[config.mk]
export PLATFORM = sky130hd
export DESIGN_NAME = nand_cmd_front
export DESIGN_NICKNAME = d
export VERILOG_FILES = /design/src/rtl/nfe_pkg.sv /design/src/rtl/nfe_ptr.sv /design/src/rtl/nfe_addr.sv /design/src/rtl/nfe_busy.sv /design/src/rtl/nand_cmd_front.sv
export SDC_FILE = /design/constraint.sdc
export NUM_CORES = 1
export LEC_CHECK = 0
export ABC_AREA = 1
export BUFFER_PORTS_ARGS = -buffer_cell sky130_fd_sc_hd__buf_4
export CELL_PAD_IN_SITES_DETAIL_PLACEMENT = 0
export CELL_PAD_IN_SITES_GLOBAL_PLACEMENT = 2
export CORE_ASPECT_RATIO = 2
export CORE_MARGIN = 4
export CORE_UTILIZATION = 25
export CTS_CLUSTER_SIZE = 8
export DETAILED_ROUTE_END_ITERATION = 10
export PLACE_DENSITY = 0.7
export RECOVER_POWER = 50
export SYNTH_ARGS = -nofsm -noshare
export SYNTH_HDL_FRONTEND = slang
export SYNTH_SLANG_ARGS = --single-unit
[constraint.sdc]
create_clock -name clk -period 2 [get_ports clk]
set_clock_uncertainty 0.1 [all_clocks]
set_input_delay 0.4 -clock clk [delete_from_list [all_inputs] [get_ports clk]]
set_output_delay 0.4 -clock clk [all_outputs]
set_load 0.005 [all_outputs]
[src/rtl/nfe_pkg.sv]
`timescale 1ns/1ps
// Shared types and command codes for the NAND command front end.
// Assumes: 8-bit bus, command codes fixed by the device protocol.
package nfe_pkg;
    typedef enum logic [1:0] {AREA_LO, AREA_HI, AREA_SPARE} area_t;
    typedef enum logic [2:0] {MD_NONE, MD_READ, MD_PROG, MD_ERASE, MD_ID} mode_t;
    typedef enum logic [1:0] {OUT_NONE, OUT_STAT, OUT_ID} osel_t;
    typedef enum logic [1:0] {OP_READ, OP_PROG, OP_ERASE, OP_RST} op_t;

    localparam logic [7:0] C_PTR_LO  = 8'h00;
    localparam logic [7:0] C_PTR_HI  = 8'h01;
    localparam logic [7:0] C_PTR_SP  = 8'h50;
    localparam logic [7:0] C_PG_SET  = 8'h80;
    localparam logic [7:0] C_PG_GO   = 8'h10;
    localparam logic [7:0] C_ER_SET  = 8'h60;
    localparam logic [7:0] C_ER_GO   = 8'hD0;
    localparam logic [7:0] C_STAT    = 8'h70;
    localparam logic [7:0] C_IDENT   = 8'h90;
    localparam logic [7:0] C_RESET   = 8'hFF;
    localparam logic [7:0] ID_MAKER  = 8'hEC;
    localparam logic [7:0] ID_DEVICE = 8'hE6;

    // True for any code in the supported command set.
    function automatic logic cmd_legal(input logic [7:0] c);
        case (c)
            C_PTR_LO, C_PTR_HI, C_PTR_SP, C_PG_SET, C_PG_GO,
            C_ER_SET, C_ER_GO, C_STAT, C_IDENT, C_RESET: cmd_legal = 1'b1;
            default: cmd_legal = 1'b0;
        endcase
    endfunction
endpackage

[src/rtl/nfe_ptr.sv]
`timescale 1ns/1ps
// Column pointer area register.
// Holds which page area (low half, high half, spare) the next column byte refers to.
// Low and spare settings persist; the high-half setting is dropped once an operation launches.
// Assumes: the set strobes and op_launch never fire in the same cycle.
module nfe_ptr
    import nfe_pkg::*;
(
    input  logic  clk,
    input  logic  rst_n,
    input  logic  set_lo,
    input  logic  set_hi,
    input  logic  set_sp,
    input  logic  op_launch,
    output area_t area
);
    // Area update: explicit sets win, otherwise the high half is one-shot.
    always_ff @(posedge clk) begin
        if (!rst_n)                                area <= AREA_LO;
        else if (set_lo)                           area <= AREA_LO;
        else if (set_hi)                           area <= AREA_HI;
        else if (set_sp)                           area <= AREA_SPARE;
        else if (op_launch && area == AREA_HI)     area <= AREA_LO;
    end

    // after a launch the high-half pointer is gone
    a_r4_hi_one_shot: assert property (@(posedge clk) disable iff (!rst_n)
        (op_launch && area == AREA_HI && !set_lo && !set_hi && !set_sp) |=> area == AREA_LO);
    // low and spare settings survive launches
    a_r4_sticky: assert property (@(posedge clk) disable iff (!rst_n)
        (area != AREA_HI && !set_lo && !set_hi && !set_sp) |=> $stable(area));
endmodule

[src/rtl/nfe_addr.sv]
`timescale 1ns/1ps
// Address cycle assembler and running column counter.
// Counts the address cycles an operation needs (three, two row-only, or one),
// turns the column byte into a start column per pointer area, and moves the column on each data byte.
// Assumes: start strobes, addr_we and inc are mutually exclusive in a cycle.
module nfe_addr
    import nfe_pkg::*;
#(
    parameter int MAIN_BYTES  = 512,
    parameter int SPARE_BYTES = 16,
    parameter int COL_W       = 10,
    parameter int ROW_W       = 14
) (
    input  logic             clk,
    input  logic             rst_n,
    input  logic             clr,
    input  logic             start_full,
    input  logic             start_row,
    input  logic             start_one,
    input  logic             addr_we,
    input  logic [7:0]       abyte,
    input  area_t            area,
    input  logic             inc,
    output logic [COL_W-1:0] col,
    output logic [ROW_W-1:0] row,
    output logic             complete,
    output logic             last_cyc
);
    localparam int HALF = MAIN_BYTES / 2;
    localparam int SP_W = $clog2(SPARE_BYTES);
    localparam int HI_W = ROW_W - 8;

    logic [1:0]       cnt, lim;
    logic [COL_W-1:0] col_start;

    // Column start from pointer area and column byte.
    always_comb begin
        case (area)
            AREA_HI:    col_start = COL_W'(HALF) + COL_W'(abyte);
            AREA_SPARE: col_start = COL_W'(MAIN_BYTES) + COL_W'(abyte[SP_W-1:0]);
            default:    col_start = COL_W'(abyte);
        endcase
    end

    assign complete = (cnt == lim);
    assign last_cyc = addr_we && !complete && (cnt + 2'd1 == lim);

    // Cycle counter, address latches and column advance.
    always_ff @(posedge clk) begin
        if (!rst_n || clr) begin
            col <= '0; row <= '0; cnt <= 2'd0; lim <= 2'd3;
        end else if (start_full) begin
            cnt <= 2'd0; lim <= 2'd3;
        end else if (start_row) begin
            cnt <= 2'd1; lim <= 2'd3;
        end else if (start_one) begin
            cnt <= 2'd0; lim <= 2'd1;
        end else if (addr_we && !complete) begin
            case (cnt)
                2'd0:    if (lim != 2'd1) col <= col_start;
                2'd1:    row[7:0] <= abyte;
                default: row[ROW_W-1:8] <= abyte[HI_W-1:0];
            endcase
            cnt <= cnt + 2'd1;
        end else if (inc) begin
            col <= col + COL_W'(1);
        end
    end

    // surplus address cycles leave row and column untouched
    a_r2_extra_ignored: assert property (@(posedge clk) disable iff (!rst_n)
        (addr_we && complete && !clr && !start_full && !start_row && !start_one && !inc)
        |=> ($stable(row) && $stable(col)));
endmodule

[src/rtl/nfe_busy.sv]
`timescale 1ns/1ps
// Busy timer: a start loads a cycle count; busy holds until it runs out.
// done pulses in the last busy cycle. A new start reloads the count.
// Assumes: len is at least 1.
module nfe_busy #(
    parameter int CW = 8
) (
    input  logic          clk,
    input  logic          rst_n,
    input  logic          start,
    input  logic [CW-1:0] len,
    output logic          busy,
    output logic          done
);
    logic [CW-1:0] cnt;

    // Down-counter of remaining busy cycles.
    always_ff @(posedge clk) begin
        if (!rst_n)          cnt <= '0;
        else if (start)      cnt <= len;
        else if (cnt != '0)  cnt <= cnt - CW'(1);
    end

    assign busy = (cnt != '0);
    assign done = (cnt == CW'(1));

    // busy rises in the cycle after a start
    a_r12_busy_starts: assert property (@(posedge clk) disable iff (!rst_n)
        (start && len != '0) |=> busy);
    // busy never appears without a start
    a_r12_no_spurious: assert property (@(posedge clk) disable iff (!rst_n)
        (!busy && !start) |=> !busy);
endmodule

[src/rtl/nand_cmd_front.sv]
`timescale 1ns/1ps
// NAND device command front end.
// Decodes bus bytes on each write strobe rising edge, enforces the busy-time
// command filter, tracks the column pointer, status and identifier readout,
// and writes program data to an external page register.
// Assumes: strobes are slow relative to clk and are sampled directly; the array
// result array_fail is stable when a program or erase busy period ends.
module nand_cmd_front
    import nfe_pkg::*;
#(
    parameter int MAIN_BYTES  = 512,
    parameter int SPARE_BYTES = 16,
    parameter int ROW_W       = 14,
    parameter int T_READ      = 500,
    parameter int T_PROG      = 20000,
    parameter int T_ERASE     = 200000,
    parameter int T_RST       = 250,
    localparam int PAGE_BYTES = MAIN_BYTES + SPARE_BYTES,
    localparam int COL_W      = $clog2(PAGE_BYTES)
) (
    input  logic             clk,
    input  logic             rst_n,
    input  logic             cle,
    input  logic             ale,
    input  logic             we_n,
    input  logic             re_n,
    input  logic             wp_n,
    input  logic [7:0]       io_in,
    input  logic             array_fail,
    output logic [7:0]       io_out,
    output logic             io_oe,
    output logic             rdy,
    output logic             pg_we,
    output logic [COL_W-1:0] pg_col,
    output logic [7:0]       pg_din,
    output logic             pg_fill,
    output logic [ROW_W-1:0] row_addr
);
    function automatic int max2(input int a, input int b);
        return (a > b) ? a : b;
    endfunction
    localparam int T_MAX = max2(max2(T_READ, T_PROG), max2(T_ERASE, T_RST));
    localparam int TW    = $clog2(T_MAX + 1);

    logic we_q, re_q, busy, done;
    logic we_evt, re_evt, cmd_evt, adr_evt, dat_evt;
    logic take_cmd, go_prog, go_erase, go_rst, go_read, launch;
    logic adr_ok, dat_ok, seen, fail_q, id_idx, complete, last_cyc;
    logic [COL_W-1:0] col;
    logic [TW-1:0]    len;
    mode_t mode;
    osel_t osel;
    op_t   op_q, op_nx;
    area_t area;

    // Strobe history for edge detection.
    always_ff @(posedge clk) begin
        if (!rst_n) begin we_q <= 1'b1; re_q <= 1'b1; end
        else        begin we_q <= we_n; re_q <= re_n; end
    end

    assign we_evt  = !we_q && we_n;
    assign re_evt  = !re_q && re_n;
    assign cmd_evt = we_evt && cle && !ale;
    assign adr_evt = we_evt && ale && !cle;
    assign dat_evt = we_evt && !cle && !ale;

    assign take_cmd = cmd_evt && cmd_legal(io_in) &&
                      (!busy || io_in == C_STAT || (io_in == C_RESET && op_q != OP_RST));
    assign go_rst   = take_cmd && io_in == C_RESET;
    assign go_prog  = take_cmd && io_in == C_PG_GO && mode == MD_PROG && seen && complete;
    assign go_erase = take_cmd && io_in == C_ER_GO && mode == MD_ERASE && complete;
    assign adr_ok   = adr_evt && !busy && mode != MD_NONE;
    assign go_read  = mode == MD_READ && last_cyc;
    assign launch   = go_rst || go_prog || go_erase || go_read;
    assign dat_ok   = dat_evt && !busy && mode == MD_PROG && complete &&
                      (col < COL_W'(PAGE_BYTES));

    // Operation selection and its busy length.
    always_comb begin
        if (go_rst)        begin op_nx = OP_RST;   len = TW'(T_RST);   end
        else if (go_prog)  begin op_nx = OP_PROG;  len = TW'(T_PROG);  end
        else if (go_erase) begin op_nx = OP_ERASE; len = TW'(T_ERASE); end
        else               begin op_nx = OP_READ;  len = TW'(T_READ);  end
    end

    nfe_ptr u_ptr (
        .clk(clk), .rst_n(rst_n),
        .set_lo(take_cmd && io_in == C_PTR_LO),
        .set_hi(take_cmd && io_in == C_PTR_HI),
        .set_sp(take_cmd && io_in == C_PTR_SP),
        .op_launch(launch), .area(area)
    );

    nfe_addr #(.MAIN_BYTES(MAIN_BYTES), .SPARE_BYTES(SPARE_BYTES),
               .COL_W(COL_W), .ROW_W(ROW_W)) u_addr (
        .clk(clk), .rst_n(rst_n), .clr(go_rst),
        .start_full(take_cmd && (io_in == C_PTR_LO || io_in == C_PTR_HI ||
                                 io_in == C_PTR_SP || io_in == C_PG_SET)),
        .start_row(take_cmd && io_in == C_ER_SET),
        .start_one(take_cmd && io_in == C_IDENT),
        .addr_we(adr_ok), .abyte(io_in), .area(area), .inc(dat_ok),
        .col(col), .row(row_addr), .complete(complete), .last_cyc(last_cyc)
    );

    nfe_busy #(.CW(TW)) u_busy (
        .clk(clk), .rst_n(rst_n), .start(launch), .len(len),
        .busy(busy), .done(done)
    );

    // Command state, page port, status fail bit and identifier index.
    always_ff @(posedge clk) begin
        if (!rst_n) begin
            mode <= MD_READ; osel <= OUT_NONE; op_q <= OP_READ;
            seen <= 1'b0; fail_q <= 1'b0; id_idx <= 1'b0;
            pg_we <= 1'b0; pg_col <= '0; pg_din <= '0; pg_fill <= 1'b0;
        end else begin
            pg_we   <= dat_ok;
            pg_fill <= go_rst;
            if (dat_ok) begin
                pg_col <= col; pg_din <= io_in; seen <= 1'b1;
            end
            if (launch) op_q <= op_nx;
            if (done && !launch && (op_q == OP_PROG || op_q == OP_ERASE))
                fail_q <= array_fail;
            if (go_read) mode <= MD_NONE;
            if (mode == MD_ID && last_cyc) id_idx <= 1'b0;
            if (re_evt && osel == OUT_ID) id_idx <= 1'b1;
            if (take_cmd) begin
                case (io_in)
                    C_PTR_LO, C_PTR_HI, C_PTR_SP: begin mode <= MD_READ; osel <= OUT_NONE; end
                    C_PG_SET: begin mode <= MD_PROG; seen <= 1'b0; osel <= OUT_NONE; end
                    C_ER_SET: begin mode <= MD_ERASE; osel <= OUT_NONE; end
                    C_IDENT:  begin mode <= MD_ID; osel <= OUT_ID; id_idx <= 1'b0; end
                    C_STAT:   osel <= OUT_STAT;
                    C_PG_GO:  if (go_prog)  mode <= MD_NONE;
                    C_ER_GO:  if (go_erase) mode <= MD_NONE;
                    C_RESET:  begin mode <= MD_READ; osel <= OUT_NONE; fail_q <= 1'b0; end
                    default:  ;
                endcase
            end
        end
    end

    // Read-side byte selection.
    always_comb begin
        case (osel)
            OUT_STAT: io_out = {wp_n, !busy, 5'b00000, fail_q};
            OUT_ID:   io_out = id_idx ? ID_DEVICE : ID_MAKER;
            default:  io_out = 8'h00;
        endcase
    end
    assign io_oe = !re_n && osel != OUT_NONE;
    assign rdy   = !busy;

    // while busy, filtered commands change neither the mode nor the pointer
    a_r6_busy_filter: assert property (@(posedge clk) disable iff (!rst_n)
        (busy && cmd_evt && io_in != C_STAT && io_in != C_RESET)
        |=> ($stable(mode) && $stable(area)));
    // a confirm with no data leaves the block ready
    a_r9_no_blank_prog: assert property (@(posedge clk) disable iff (!rst_n)
        (!busy && cmd_evt && io_in == C_PG_GO && !seen) |=> !busy);
    // page writes never leave the page
    a_r3_col_range: assert property (@(posedge clk) disable iff (!rst_n)
        pg_we |-> (pg_col < COL_W'(PAGE_BYTES)));
    // the fail bit only moves at the end of an operation or on reset
    a_r7_fail_hold: assert property (@(posedge clk) disable iff (!rst_n)
        (!busy && !(take_cmd && io_in == C_RESET)) |=> $stable(fail_q));
    // reset clears the row and requests a page fill
    a_r8_reset_clears: assert property (@(posedge clk) disable iff (!rst_n)
        go_rst |=> (row_addr == '0 && pg_fill));
endmodule

* Word level (Yosys, flattened, before mapping)
Cells that the tools add are included.
Word-level totals: output and inout port bits 44, input bits 16, word-level logic and storage cells 179, register bits 79
Operators by class: reductions and logical operators 83, equal/unequal tests 26, $lt $le $gt $ge 1, $add $sub $neg 5, multiplexer cells 38, bitwise logic cells 5
Operators with widths (number):
- two-way mux 18 bit | 5
- logical AND 1 bit | 40
- two-way mux 10 bit | 4
- == test 8 bit (second input constant) | 4
- == test 8 x 7 -> 1 bit (second input constant) | 3
- case mux 10 bit (2 select lines) | 1
- == test 18 x 1 -> 1 bit (second input constant) | 1
- case mux 3 bit (6 select lines) | 1
- nonzero test 18 bit | 1
- subtractor 18 x 1 -> 18 bit (second input constant) | 1
- case mux 8 bit (2 select lines) | 1
- two-way mux 1 bit | 15
- two-way mux 3 bit | 4
- nonzero test 3 bit | 4
- adder 10 x 1 -> 10 bit (second input constant) | 1
- adder 10 x 4 -> 10 bit (first input constant) | 1
- adder 9 x 8 -> 10 bit (first input constant) | 1
- logical OR 1 bit | 10
- less-than comparator 10 bit (second input constant) | 1
- two-way mux 2 bit | 5
- AND reduction 5 bit | 2
- OR reduction 10 bit | 1
- zero test 1 bit | 9
- == test 2 x 1 -> 1 bit (second input constant) | 4
- other kinds (21) | 38

* Logic depth before layout (Yosys ltp)
Gate-level depths: netlist of the first run.
depth in word-level cells 19, depth in mapped cells 15, depth with buffers taken out 14

* By module
From an unflattened synthesis of the first run, not the netlist that was laid out.
Second synthesis, totals: cell total of the unflattened synthesis 693, area total of the unflattened synthesis 4585.6 um2
Modules (own cells, without submodules):
- nand_cmd_front | area an instance 1793.0 um2, cells each 270, seq. area each 640.6 um2, times used 1
- nfe_addr | area an instance 1511.4 um2, cells each 220, seq. area each 540.5 um2, times used 1
- nfe_busy | area an instance 1186.1 um2, cells each 190, seq. area each 360.3 um2, times used 1
- nfe_ptr | area an instance 95.1 um2, cells each 13, seq. area each 40.0 um2, times used 1

* Worst setup path before layout of the first run
Ideal clock, no wire load.
kind reg-to-reg, from register u_busy.cnt[0], to register u_busy.cnt[10], library setup time 109 ps, data arrival time 1771 ps, setup slack 20 ps, buffers on the path 1, stages on the path, launching flop included 15, data required time 1791 ps, period minus slack after synthesis 1980 ps, path through dfxtp_1 -> inv_1 -> ha_1 -> nand2_1 -> nor2_2 -> nand3_4 -> nand2_1 -> nand2_2 -> nor2_4 -> o31ai_1 -> buf_6 -> nand3_1 -> nand3_1 -> nand2_1 -> inv_1
Between the ends: longest elaborated chain between the ends 13, elaborated cells on any way between the ends 28, classes of those cells add/sub (1); mux (5); reduce/logical (22)
RTL lines:
- start, declared | RTL line nfe_busy.sv:15 | logic [CW-1:0] cnt;
- start signal, assigned | RTL line nfe_busy.sv:20 | else if (start) cnt <= len;
- start signal, assigned | RTL line nfe_busy.sv:21 | else if (cnt != '0) cnt <= cnt - CW'(1);
- parallel branches: the longest is 13 deep, another holds nonzero test 18 bit
Several ways; the timed one is not identified. The select of a mux whose other input is x is not followed. A chain may end at the register's enable or synchronous reset.

* Worst setup path after layout of the first run
from register u_busy.cnt[2], to register u_busy.cnt[1]
Between the ends: longest elaborated chain between the ends 13, elaborated cells on any way between the ends 25, classes of those cells mux (3); reduce/logical (22)
RTL lines:
- nonzero test 18 bit (*) | RTL line nfe_busy.sv:21, nfe_busy.sv:24
- zero test 1 bit | RTL line nand_cmd_front.sv:69, nand_cmd_front.sv:73
- logical OR 1 bit (2 in a row) | RTL line nand_cmd_front.sv:69 | (!busy || io_in == C_STAT || (io_in == C_RESET && op_q != OP_RST));
- logical AND 1 bit | RTL line nand_cmd_front.sv:68 | assign take_cmd = cmd_evt && cmd_legal(io_in) &&
- logical AND 1 bit (4 in a row) | RTL line nand_cmd_front.sv:71 | assign go_prog = take_cmd && io_in == C_PG_GO && mode == MD_PROG && seen && complete;
- logical OR 1 bit (3 in a row) | RTL line nand_cmd_front.sv:75 | assign launch = go_rst || go_prog || go_erase || go_read;
- two-way mux 18 bit or nonzero test 2 bit (tied branches)
Mark *: on every way between the ends. The rest lies on a longest branch, timed or not.

==> results_dict.tcl, run 1 <==
set metrics [dict create \
    overflow 0 \
    numCtsBuffers 9 \
    clk_latency_ns 0.34 \
    violations "setup timing" \
    start_kind "register" \
    fin_crit_sh 1.086 \
    drt-initial-drc-count 112 \
    fmax_mhz 460.4 \
    hold_start "we_n" \
    vias 4761 \
    leakagePower_nw 3.167 \
    start_util 0.2549 \
    stdcell_count 1016 \
    fill_cells 1743 \
    async_flop_share 0 \
    ys.flop_type "dfxtp_1" \
    synthesis.area_um2 4273 \
    hold_viol_final 0 \
    dr.pass1.iters 4 \
    path_max_fanout 5 \
    setup_viol 63 \
    regToRegEndpoint "u_busy.cnt[1]" \
    ant_nets 0 \
    ir_drop_mv 0.3592 \
    wirelength_mm 16.42 \
    gp_congestion 0.8376 \
    die_w_um 100.4 \
    slowest_stage "dfxtp_1" \
    internal_power_mw 3.965 \
    port_buffers 58 \
    die_h_um 192.9 \
    root_buffer "clkbuf_16" \
    nNetsFinal 832 \
    worstRegToRegCells 12 \
    post_route_cells_drive_above_1_share 0.4314 \
    power_frac_comb 0.416 \
    antenna_found_initial 0 \
    avgViaCountPerCell 4.686 \
    cts-hold-fix-buffers 0 \
    fin_ws_ns -0.1719 \
    reg2reg_from "u_busy.cnt[2]" \
    ys_warn_count 0 \
    dieArea_um2 19370 \
    drcViolationCount 0 \
    dp_hpwl_mm 12.24 \
    grt_max_degree 26 \
    hold_path_class "input pin to register" \
    fin_total_pwr_mw 6.050 \
    antennaDiodeCount 0 \
    grt_pass1_wl_mm 24.83 \
    placementRows 67 \
    worstMarginPinSlew_ns 0.5127 \
    power.share.switching 0.3446 \
    path_cells "nor2_2, nand2_4, nor2_4, nand3_4, buf_12, a21boi_4, buf_6, nand3_4, nand4_1, nand2_1, nor2_2, nor2_1" \
    seqPwrFrac 0.300 \
    holdPathStages 3 \
    cts.path.max_buffers 2 \
    wl_per_cell_um 16.16 \
    dp.cells 973 \
    slew_headroom 0.6556 \
    hold_end "we_q" \
    clock_sinks 79 \
    syn-num-nets 633 \
    grt_setup_unrepaired "true" \
    cp.arrival_ns 2.31 \
    rrSetupSlack_ns -0.17 \
    power.switching_mw 2.085 \
    required_ns 2.13 \
    synth_edf_count 0 \
    cap_violations 0 \
    outcome "complete, but fails checks" \
    synth_area_per_cell_um2 7.063 \
    worstSetupEndpointType "register" \
    critPathKind "register to register" \
    cpPeakStageDelay_ns 0.32 \
    fin_util 0.4204 \
    slew_viol_final 0 \
    fin_crit_ns 2.172 \
    cts.htree.levels 3 \
    cts_tree "yes" \
    yosysSeqAreaShare 0.3701 \
    p_clk_frac 0.284 \
    grt_usage 0.1680 \
    yosys.cell_types.count 45 \
    first_global_vias 5012 \
    ys_ff_latch 79 \
    coreArea_um2 16770 \
    floorplan.io_pins 60 \
    power.density_nw_per_um2 858.2 \
    syn-instance-count 605 \
    area_growth_pct 64.98 \
    clkTransAtPathRegs_ns 0.06 \
]
-- per-layer routing --
metal | part of all wire | vias up | global-route usage
met2 | 0.61 | 78 | 0.3425
met3 | 0.021 | 47 | 0.02315
met4 | 0.058 | 0 | 0.1111
met5 | 0 | - | 0
met1 | 0.31 | 2247 | 0.1432
li1 | - | 2389 | -
-- repair_timing --
action,CTS,global route
setup buffers,14,11
gates resized for setup,86,103
pin swaps,25,16
endpoints found under the setup margin,76,77
cloned,1,4
-- state kept, by name, indices dropped and copies added (netlist names), 2 cells and up --
register / count
mode: 3
pg_col: 10
osel: 2
u_addr.cnt: 2
u_busy.cnt: 18
pg_din: 8
op_q: 2
u_ptr.area: 2
u_addr.col: 10
u_addr.row: 14
-- placed cells by master (no fill, tap or decap), drive strengths merged, types with 4 or more instances in the layout --
| cell | n |
|---|---|
| a31oi | 4 |
| buf | 181 |
| a21oi | 50 |
| o22ai | 4 |
| dfxtp | 79 |
| clkinv | 4 |
| xor2 | 16 |
| nor3 | 15 |
| nand2 | 94 |
| xnor2 | 7 |
| inv | 77 |
| nor2 | 106 |
| clkbuf | 33 |
| nand4 | 14 |
| nand3 | 41 |
| ha | 12 |
| o21ai | 51 |
-- kinds of logic (layout without fill, tap and decap cells) --
| logic type | after synthesis | count (layout) | share of synthesized area |
|---|---|---|---|
| AND/OR/NAND/NOR | 276 | 276 | 0.2996 |
| AO/OA/AOI/OAI | 119 | 119 | 0.1534 |
| buffers and inverters | 95 | 299 | 0.09370 |
| flip-flops | 79 | 79 | 0.3701 |
| XOR/XNOR | 23 | 23 | 0.04714 |
| adder cells (fa/ha/maj) | 12 | 12 | 0.03514 |
| other | 1 | 1 | 0.0008776 |
-- power by group through the flow --
stage | clock network, mW | registers, mW | logic (mW)
after floorplan | 0 | 1.85 | 1.12
after global placement | 0 | 1.83 | 2.07
after detailed placement | 0 | 1.83 | 2.07
after CTS | 1.77 | 1.82 | 2.42
after global routing | 1.83 | 1.83 | 2.74
final | 1.72 | 1.82 | 2.51
-- how the worst max path moves through the flow --
stage / cells past startpoint / endpoint / start / slack [ns]
2_1_floorplan: 14 / u_busy.cnt[10] / u_busy.cnt[0] / 0.02
3_3_place_gp: 13 / u_busy.cnt[3] / io_in[2] / -0.40
3_5_place_dp: 16 / u_addr.row[0] / io_in[7] / -0.42
4_1_cts: 13 / u_busy.cnt[1] / u_busy.cnt[1] / -0.15
5_1_grt: 13 / u_busy.cnt[6] / u_busy.cnt[0] / -0.29
6_report: 12 / u_busy.cnt[1] / u_busy.cnt[2] / -0.17
-- cells in the mapped netlist (12+ instances only) --
library cell	n	area (µm²)
o21ai_1	13	65.06
dfxtp_1	79	1582
o21ai_0	38	190.2
nand3_1	37	185.2
nor3_1	15	75.07
nand4_1	12	75.07
xor2_1	16	140.1
nand2_1	87	326.6
a21oi_1	49	245.2
ha_1	12	150.1
inv_1	69	259.0
nor2_1	94	352.8
-- cell type report --
class                           instances  area (µm²)  area share
Clock buffer                           10       239.0     0.03390
Clock inverter                          6       67.56    0.009585
Inverter                               77       315.3     0.04473
Multi-Input combinational cell        431        2833      0.4018
Sequential cell                        79        1587      0.2251
Tap cell                              207       259.0     0.03674
Timing Repair Buffer                  204        1722      0.2442
Timing Repair inverter                  2       27.53    0.003905
-- worst max-delay path, delay by kind of cell, from the launching register on --
| family | cells | cell delay, ns |
|---|---|---|
| and+or+nand+nor | 9 | 1.09 |
| DFF | 1 | 0.32 |
| buffers and inverters | 2 | 0.31 |
| AOI/OAI and AO/OA | 1 | 0.24 |
-- metrics by stage --
stage	setup slack [ns]	instance area (µm²)	hold WS, ns	setup TNS [ns]
4_1_cts	-0.1489	6596	0.1504	-1.395
5_1_grt	-0.2896	7049	0.1632	-12.69
3_5_place_dp	-0.4188	5803	0.3428	-21.62
3_3_place_gp	-0.4035	5803	0.3428	-20.24
6_report	-0.1719	7049	0.1574	-4.242
2_1_floorplan	0.01991	4273	0.3396	0
(Power assumes the default switching activity.)
==> inputs of run 2 (changes only) <==
Settings changed: PLACE_DENSITY 0.7 to not set, PLACE_DENSITY_LB_ADDON set to 0.12.
==> run 2 against run 1 <==
Total power increased by 7.4%. Utilization up 1.7 points. Critical endpoint is now io_out[6]. The flow still finishes with violations (setup timing). Die area is the same. Sequential share of layout area fell by 0.85 points. Non-clock buffer count grew 24. Worst setup slack better by 0.047 ns. Largest power group unchanged.
==> results_dict.tcl, run 2 (same netlist as run 1, synthesis figures left out) <==
set metrics [dict create \
    outcome "complete, but fails checks" \
    violations "setup timing" \
    largest_registers "u_busy.cnt x18, u_addr.row x14" \
    hold_end "we_q" \
    cts.htree.levels 3 \
    power.switching_mw 2.114 \
    die_h_um 192.9 \
    path_cells "nor2_4, nand2_2, nor2_4, nand3_4, buf_6, o22ai_2, buf_4" \
    fin_ws_ns -0.1248 \
    clock_sinks 79 \
    required_ns 1.50 \
    first_global_vias 5007 \
    met1_length_mm 5.367 \
    dieArea_um2 19370 \
    antennaDiodeCount 0 \
    reg2reg_from "u_busy.cnt[11]" \
    drt-initial-drc-count 110 \
    critPathKind "register to output pin" \
    worstSetupEndpointType "output pin" \
    grt_setup_unrepaired "true" \
    vias 4745 \
    grt_pass1_wl_mm 25.25 \
    stdcell_count 1038 \
    grt_max_degree 28 \
    antenna_found_initial 0 \
    dp_hpwl_mm 12.85 \
    drcViolationCount 0 \
    overflow 0 \
    regToRegEndpoint "u_busy.cnt[3]" \
    fin_crit_ns 2.125 \
    p_clk_frac 0.305 \
    internal_power_mw 4.384 \
    largest_reg_flops 18 \
    clk_latency_ns 0.34 \
    cpPeakStageDelay_ns 0.34 \
    power_frac_comb 0.414 \
    fill_cells 1757 \
    ant_nets 0 \
    cts_tree "yes" \
    holdPathStages 3 \
    area_growth_pct 71.83 \
    placementRows 67 \
    floorplan.io_pins 60 \
    dr.pass1.iters 4 \
    root_buffer "clkbuf_16" \
    die_w_um 100.4 \
    fmax_mhz 470.6 \
    post_dp_cell_area_um2 5936 \
    dp.cells 989 \
    ff_latch_area_um2 1590 \
    setup_viol 24 \
    rrSetupSlack_ns -0.09 \
    worstRegToRegCells 12 \
    numCtsBuffers 9 \
    cp_common_cell "nor2_4" \
    hold_start "we_n" \
    seqPwrFrac 0.281 \
    largest-register "u_busy.cnt" \
    nNetsFinal 854 \
    slew_viol_final 0 \
    routed.top_layer "met4" \
    fin_crit_sh 1.062 \
    start_kind "register" \
    gp_congestion 0.8174 \
    post_route_cells_drive_above_1_share 0.4525 \
    ir_drop_mv 0.3932 \
    leakagePower_nw 3.323 \
    wirelength_mm 16.61 \
    cts-hold-fix-buffers 0 \
    hold_path_class "input pin to register" \
    wl_per_cell_um 16.00 \
    port_buffers 58 \
    final_area_um2 7342 \
    route.met3.wl_um 266 \
    cap_violations 0 \
    start_util 0.2549 \
    power.share.switching 0.3254 \
    cts.path.max_buffers 2 \
    coreArea_um2 16770 \
    wl_met2_mm 10.37 \
    final.setup.tns_ns -1.001 \
    slowest_stage "dfxtp_2" \
    final_common_cell "buf_4" \
    multi_input_area_um2 2869 \
    power.density_nw_per_um2 885.1 \
    clkTransAtPathRegs_ns 0.06 \
    pre_cts_ws_ns -0.3854 \
    final_cell_mix "buf_4, nor2_1, nand2_1" \
    cp.arrival_ns 1.62 \
    path_max_fanout 6 \
    hold_viol_final 0 \
    grt_usage 0.1715 \
    avgViaCountPerCell 4.571 \
]
[run 2: cell type report]
class                   count  area share
multi-input cells         431      0.3908
repair buffers            228      0.2662
flip-flops and latches     79      0.2166
inverters                  77     0.04260
well taps                 207     0.03528
clock buffers              11     0.03442
clock inverters             5     0.01414
[run 2: worst max-delay path by stage]
stage	from	to	slack, ns	cells past startpoint
final	u_busy.cnt[11]	io_out[6]	-0.12	7
after CTS	u_busy.cnt[14]	io_out[6]	-0.15	7
after global routing	u_busy.cnt[10]	io_out[6]	-0.22	7
after floorplan	u_busy.cnt[0]	u_busy.cnt[10]	0.02	14
after detailed placement	io_in[2]	u_busy.cnt[3]	-0.39	16
after global placement	io_in[2]	mode[0]	-0.38	13
[run 2: critical path, delay by kind of cell (launching register included)]
family / cells / cell delay [ns]
buffers and inverters: 2 / 0.32
AO/OA/AOI/OAI: 1 / 0.08
AND/OR/NAND/NOR: 4 / 0.54
flip-flops: 1 / 0.34
[run 2: routing by layer]
layer / vias up / GRT usage
li1: 2427 / -
met1: 2229 / 0.1481
met2: 59 / 0.3594
met3: 30 / 0.02460
met4: 0 / 0.08770
met5: - / 0
[run 2: timing repair]
item / 4_1_cts / 5_1_grt
cloned: 0 / 3
pin swaps: 28 / 45
endpoints found under the setup margin: 74 / 75
buffers inserted: 15 / 18
gates resized for setup: 108 / 100
[run 2: power groups by stage]
stage               registers (mW)  logic, mW  clock network [mW]
floorplan                     1.85       1.12                   0
global placement              1.82       2.17                   0
detailed placement            1.83       2.18                   0
CTS                           1.82       2.49                2.04
global route                  1.84       2.97                2.10
finish                        1.83       2.69                1.98
[run 2: metrics by stage]
step                      power (mW)  hold slack, ns  utilization
after global routing           6.908          0.1533       0.4379
after global placement         3.995          0.3439       0.3540
after floorplan                2.974          0.3396            -
after CTS                      6.349          0.1352       0.4068
final                          6.499          0.1457       0.4379
after detailed placement       4.006          0.3411       0.3540
==> inputs of run 3 (changes only) <==
Settings changed: CORE_MARGIN 4 to 2, PLACE_DENSITY_LB_ADDON 0.12 to 0.05.
==> run 3 against run 2 <==
The run still ends with setup timing left. Sequential share of layout area increased by 0.58 points. Sequential power about the same. Via count decreased by 1.4%. Hold slack improved by 0.020 ns. Utilization decreased by 1.2 points. Global-route usage increased by 1.3 points. Final cell count decreased by 1.3%. Count of clock-buffer cells in the layout unchanged. Critical path type unchanged. Critical endpoint is now rdy. Highest routed layer unchanged.
==> results_dict.tcl, run 3 (same netlist as run 1, synthesis figures left out) <==
set metrics [dict create \
    final_common_cell "buf_4" \
    area_growth_pct 67.12 \
    floorplan.io_pins 60 \
    internal_power_mw 4.085 \
    path_max_fanout 8 \
    cpPeakStageDelay_ns 0.31 \
    slew_headroom 0.6270 \
    power_frac_comb 0.434 \
    grt_max_degree 28 \
    die_h_um 188.9 \
    path_cells "nor2_2, nand2_2, nor2_4, nand3_4, clkinv_2, buf_8, buf_4" \
    grt_pass1_wl_mm 24.68 \
    worstMarginPinSlew_ns 0.5553 \
    die_w_um 96.44 \
    clkTransAtPathRegs_ns 0.06 \
    post_route_cells_drive_above_1_share 0.4529 \
    power.density_nw_per_um2 874.6 \
    cap_violations 0 \
    fin_crit_sh 1.062 \
    root_buffer "clkbuf_16" \
    vias 4678 \
    dp_hpwl_mm 12.91 \
    numCtsBuffers 9 \
    largest_registers "u_busy.cnt x18, u_addr.row x14" \
    critPathKind "register to output pin" \
    leakagePower_nw 3.235 \
    port_buffers 58 \
    nNetsFinal 840 \
    cp.arrival_ns 1.62 \
    largest-register "u_busy.cnt" \
    antennaDiodeCount 0 \
    final_area_um2 7141 \
    cts.htree.levels 3 \
    ant_nets 0 \
    avgViaCountPerCell 4.568 \
    outcome "complete, but fails checks" \
    placementRows 67 \
    dieArea_um2 18220 \
    slowest_stage "dfxtp_1" \
    seqPwrFrac 0.291 \
    grt_setup_unrepaired "true" \
    hold_path_class "input pin to register" \
    fin_crit_ns 2.123 \
    overflow 0 \
    dr.pass1.iters 4 \
    fin_util 0.4259 \
    slew_viol_final 0 \
    setup_viol 19 \
    critical_path.top_delay_family "simple AND/OR/NAND/NOR gates" \
    post_dp_cell_area_um2 5928 \
    pre_cts_ws_ns -0.4275 \
    required_ns 1.50 \
    worstPathBufferInverterCount 3 \
    cts_tree "yes" \
    drt-initial-drc-count 120 \
    cts-hold-fix-buffers 0 \
    hold_viol_final 0 \
    met1_usage 0.1604 \
    grtUsageMet2 0.3766 \
    fin_ws_ns -0.1233 \
    largest_reg_flops 18 \
    fmax_mhz 471.0 \
    worstSetupEndpointType "output pin" \
    gr-max-usage-layer "met2" \
    clock_sinks 79 \
    start_kind "register" \
    wl_per_cell_um 15.98 \
    coreArea_um2 16770 \
    start_util 0.2549 \
    gp_congestion 0.7818 \
    grtUsageMet3 0.02825 \
    ir_drop_mv 0.4723 \
    clk_latency_ns 0.35 \
    power.share.switching 0.3459 \
    grt_usage 0.1848 \
    antenna_found_initial 0 \
    p_clk_frac 0.276 \
    first_global_vias 4759 \
    cts.path.max_buffers 2 \
    fill_cells 1795 \
    wirelength_mm 16.36 \
    violations "setup timing" \
    drcViolationCount 0 \
    power.switching_mw 2.160 \
    final_cell_mix "buf_4, nor2_1, dfxtp_1" \
]
-- run 3: worst paths after layout --
| check | startpoint | endpoint | slack [ns] | cells after the start |
|---|---|---|---|---|
| setup reg to reg | u_busy.cnt[5] | u_busy.cnt[1] | -0.06 | 12 |
| setup / recovery | u_busy.cnt[5] | rdy | -0.12 | 7 |
| hold / removal | re_n | re_q | 0.17 | 2 |
| hold reg to reg | u_addr.row[8] | u_addr.row[8] | 0.34 | 2 |
-- run 3: worst reg2reg max path, delay by kind of cell, from the launching register on --
family,cells,cell delay (ns)
buf+inv,2,0.30
flops,1,0.31
compound gates,2,0.33
simple gates,8,0.91
-- run 3: metal layers --
| metal | wire length [µm] | share of wire |
|---|---|---|
| met1 | 5146 | 0.31 |
| met2 | 10300 | 0.63 |
| met3 | 293 | 0.018 |
| met4 | 624 | 0.038 |
| met5 | 0 | 0 |
-- run 3: repair_timing --
action                     4_1_cts  5_1_grt
setup buffers                   10       10
gates cloned                     0        2
setup endpoints to repair       76       74
resized for setup              115       77
pin swaps                       30       24
-- run 3: per-stage QoR --
| step | instances | hold slack (ns) | power (mW) | TNS (ns) |
|---|---|---|---|---|
| final | 1024 | 0.1661 | 6.245 | -0.7205 |
| after global routing | 1024 | 0.1498 | 6.644 | -6.571 |
| after CTS | 1013 | 0.1472 | 6.240 | -1.363 |
| after detailed placement | 988 | 0.3428 | 4.026 | -19.33 |
| after global placement | 988 | 0.3394 | 4.033 | -17.97 |
| after floorplan | 605 | 0.3396 | 2.974 | 0 |
-- run 3: power groups by stage --
| stage | Combinational (mW) | Clock, mW | Sequential (mW) |
|---|---|---|---|
| after floorplan | 1.12 | 0 | 1.85 |
| after global placement | 2.21 | 0 | 1.82 |
| after detailed placement | 2.20 | 0 | 1.83 |
| after CTS | 2.64 | 1.78 | 1.82 |
| after global routing | 2.96 | 1.85 | 1.83 |
| final | 2.71 | 1.72 | 1.82 |
-- run 3: area by class of cell --
class | instances | area, µm² | share of cell area
clock buffer | 11 | 252.7 | 0.03540
inverter | 77 | 316.6 | 0.04433
sequential | 79 | 1588 | 0.2224
timing repair buffer | 214 | 1790 | 0.2507
multi-input combinational | 431 | 2878 | 0.4030
tap | 207 | 259.0 | 0.03627
clock inverter | 5 | 56.30 | 0.007885
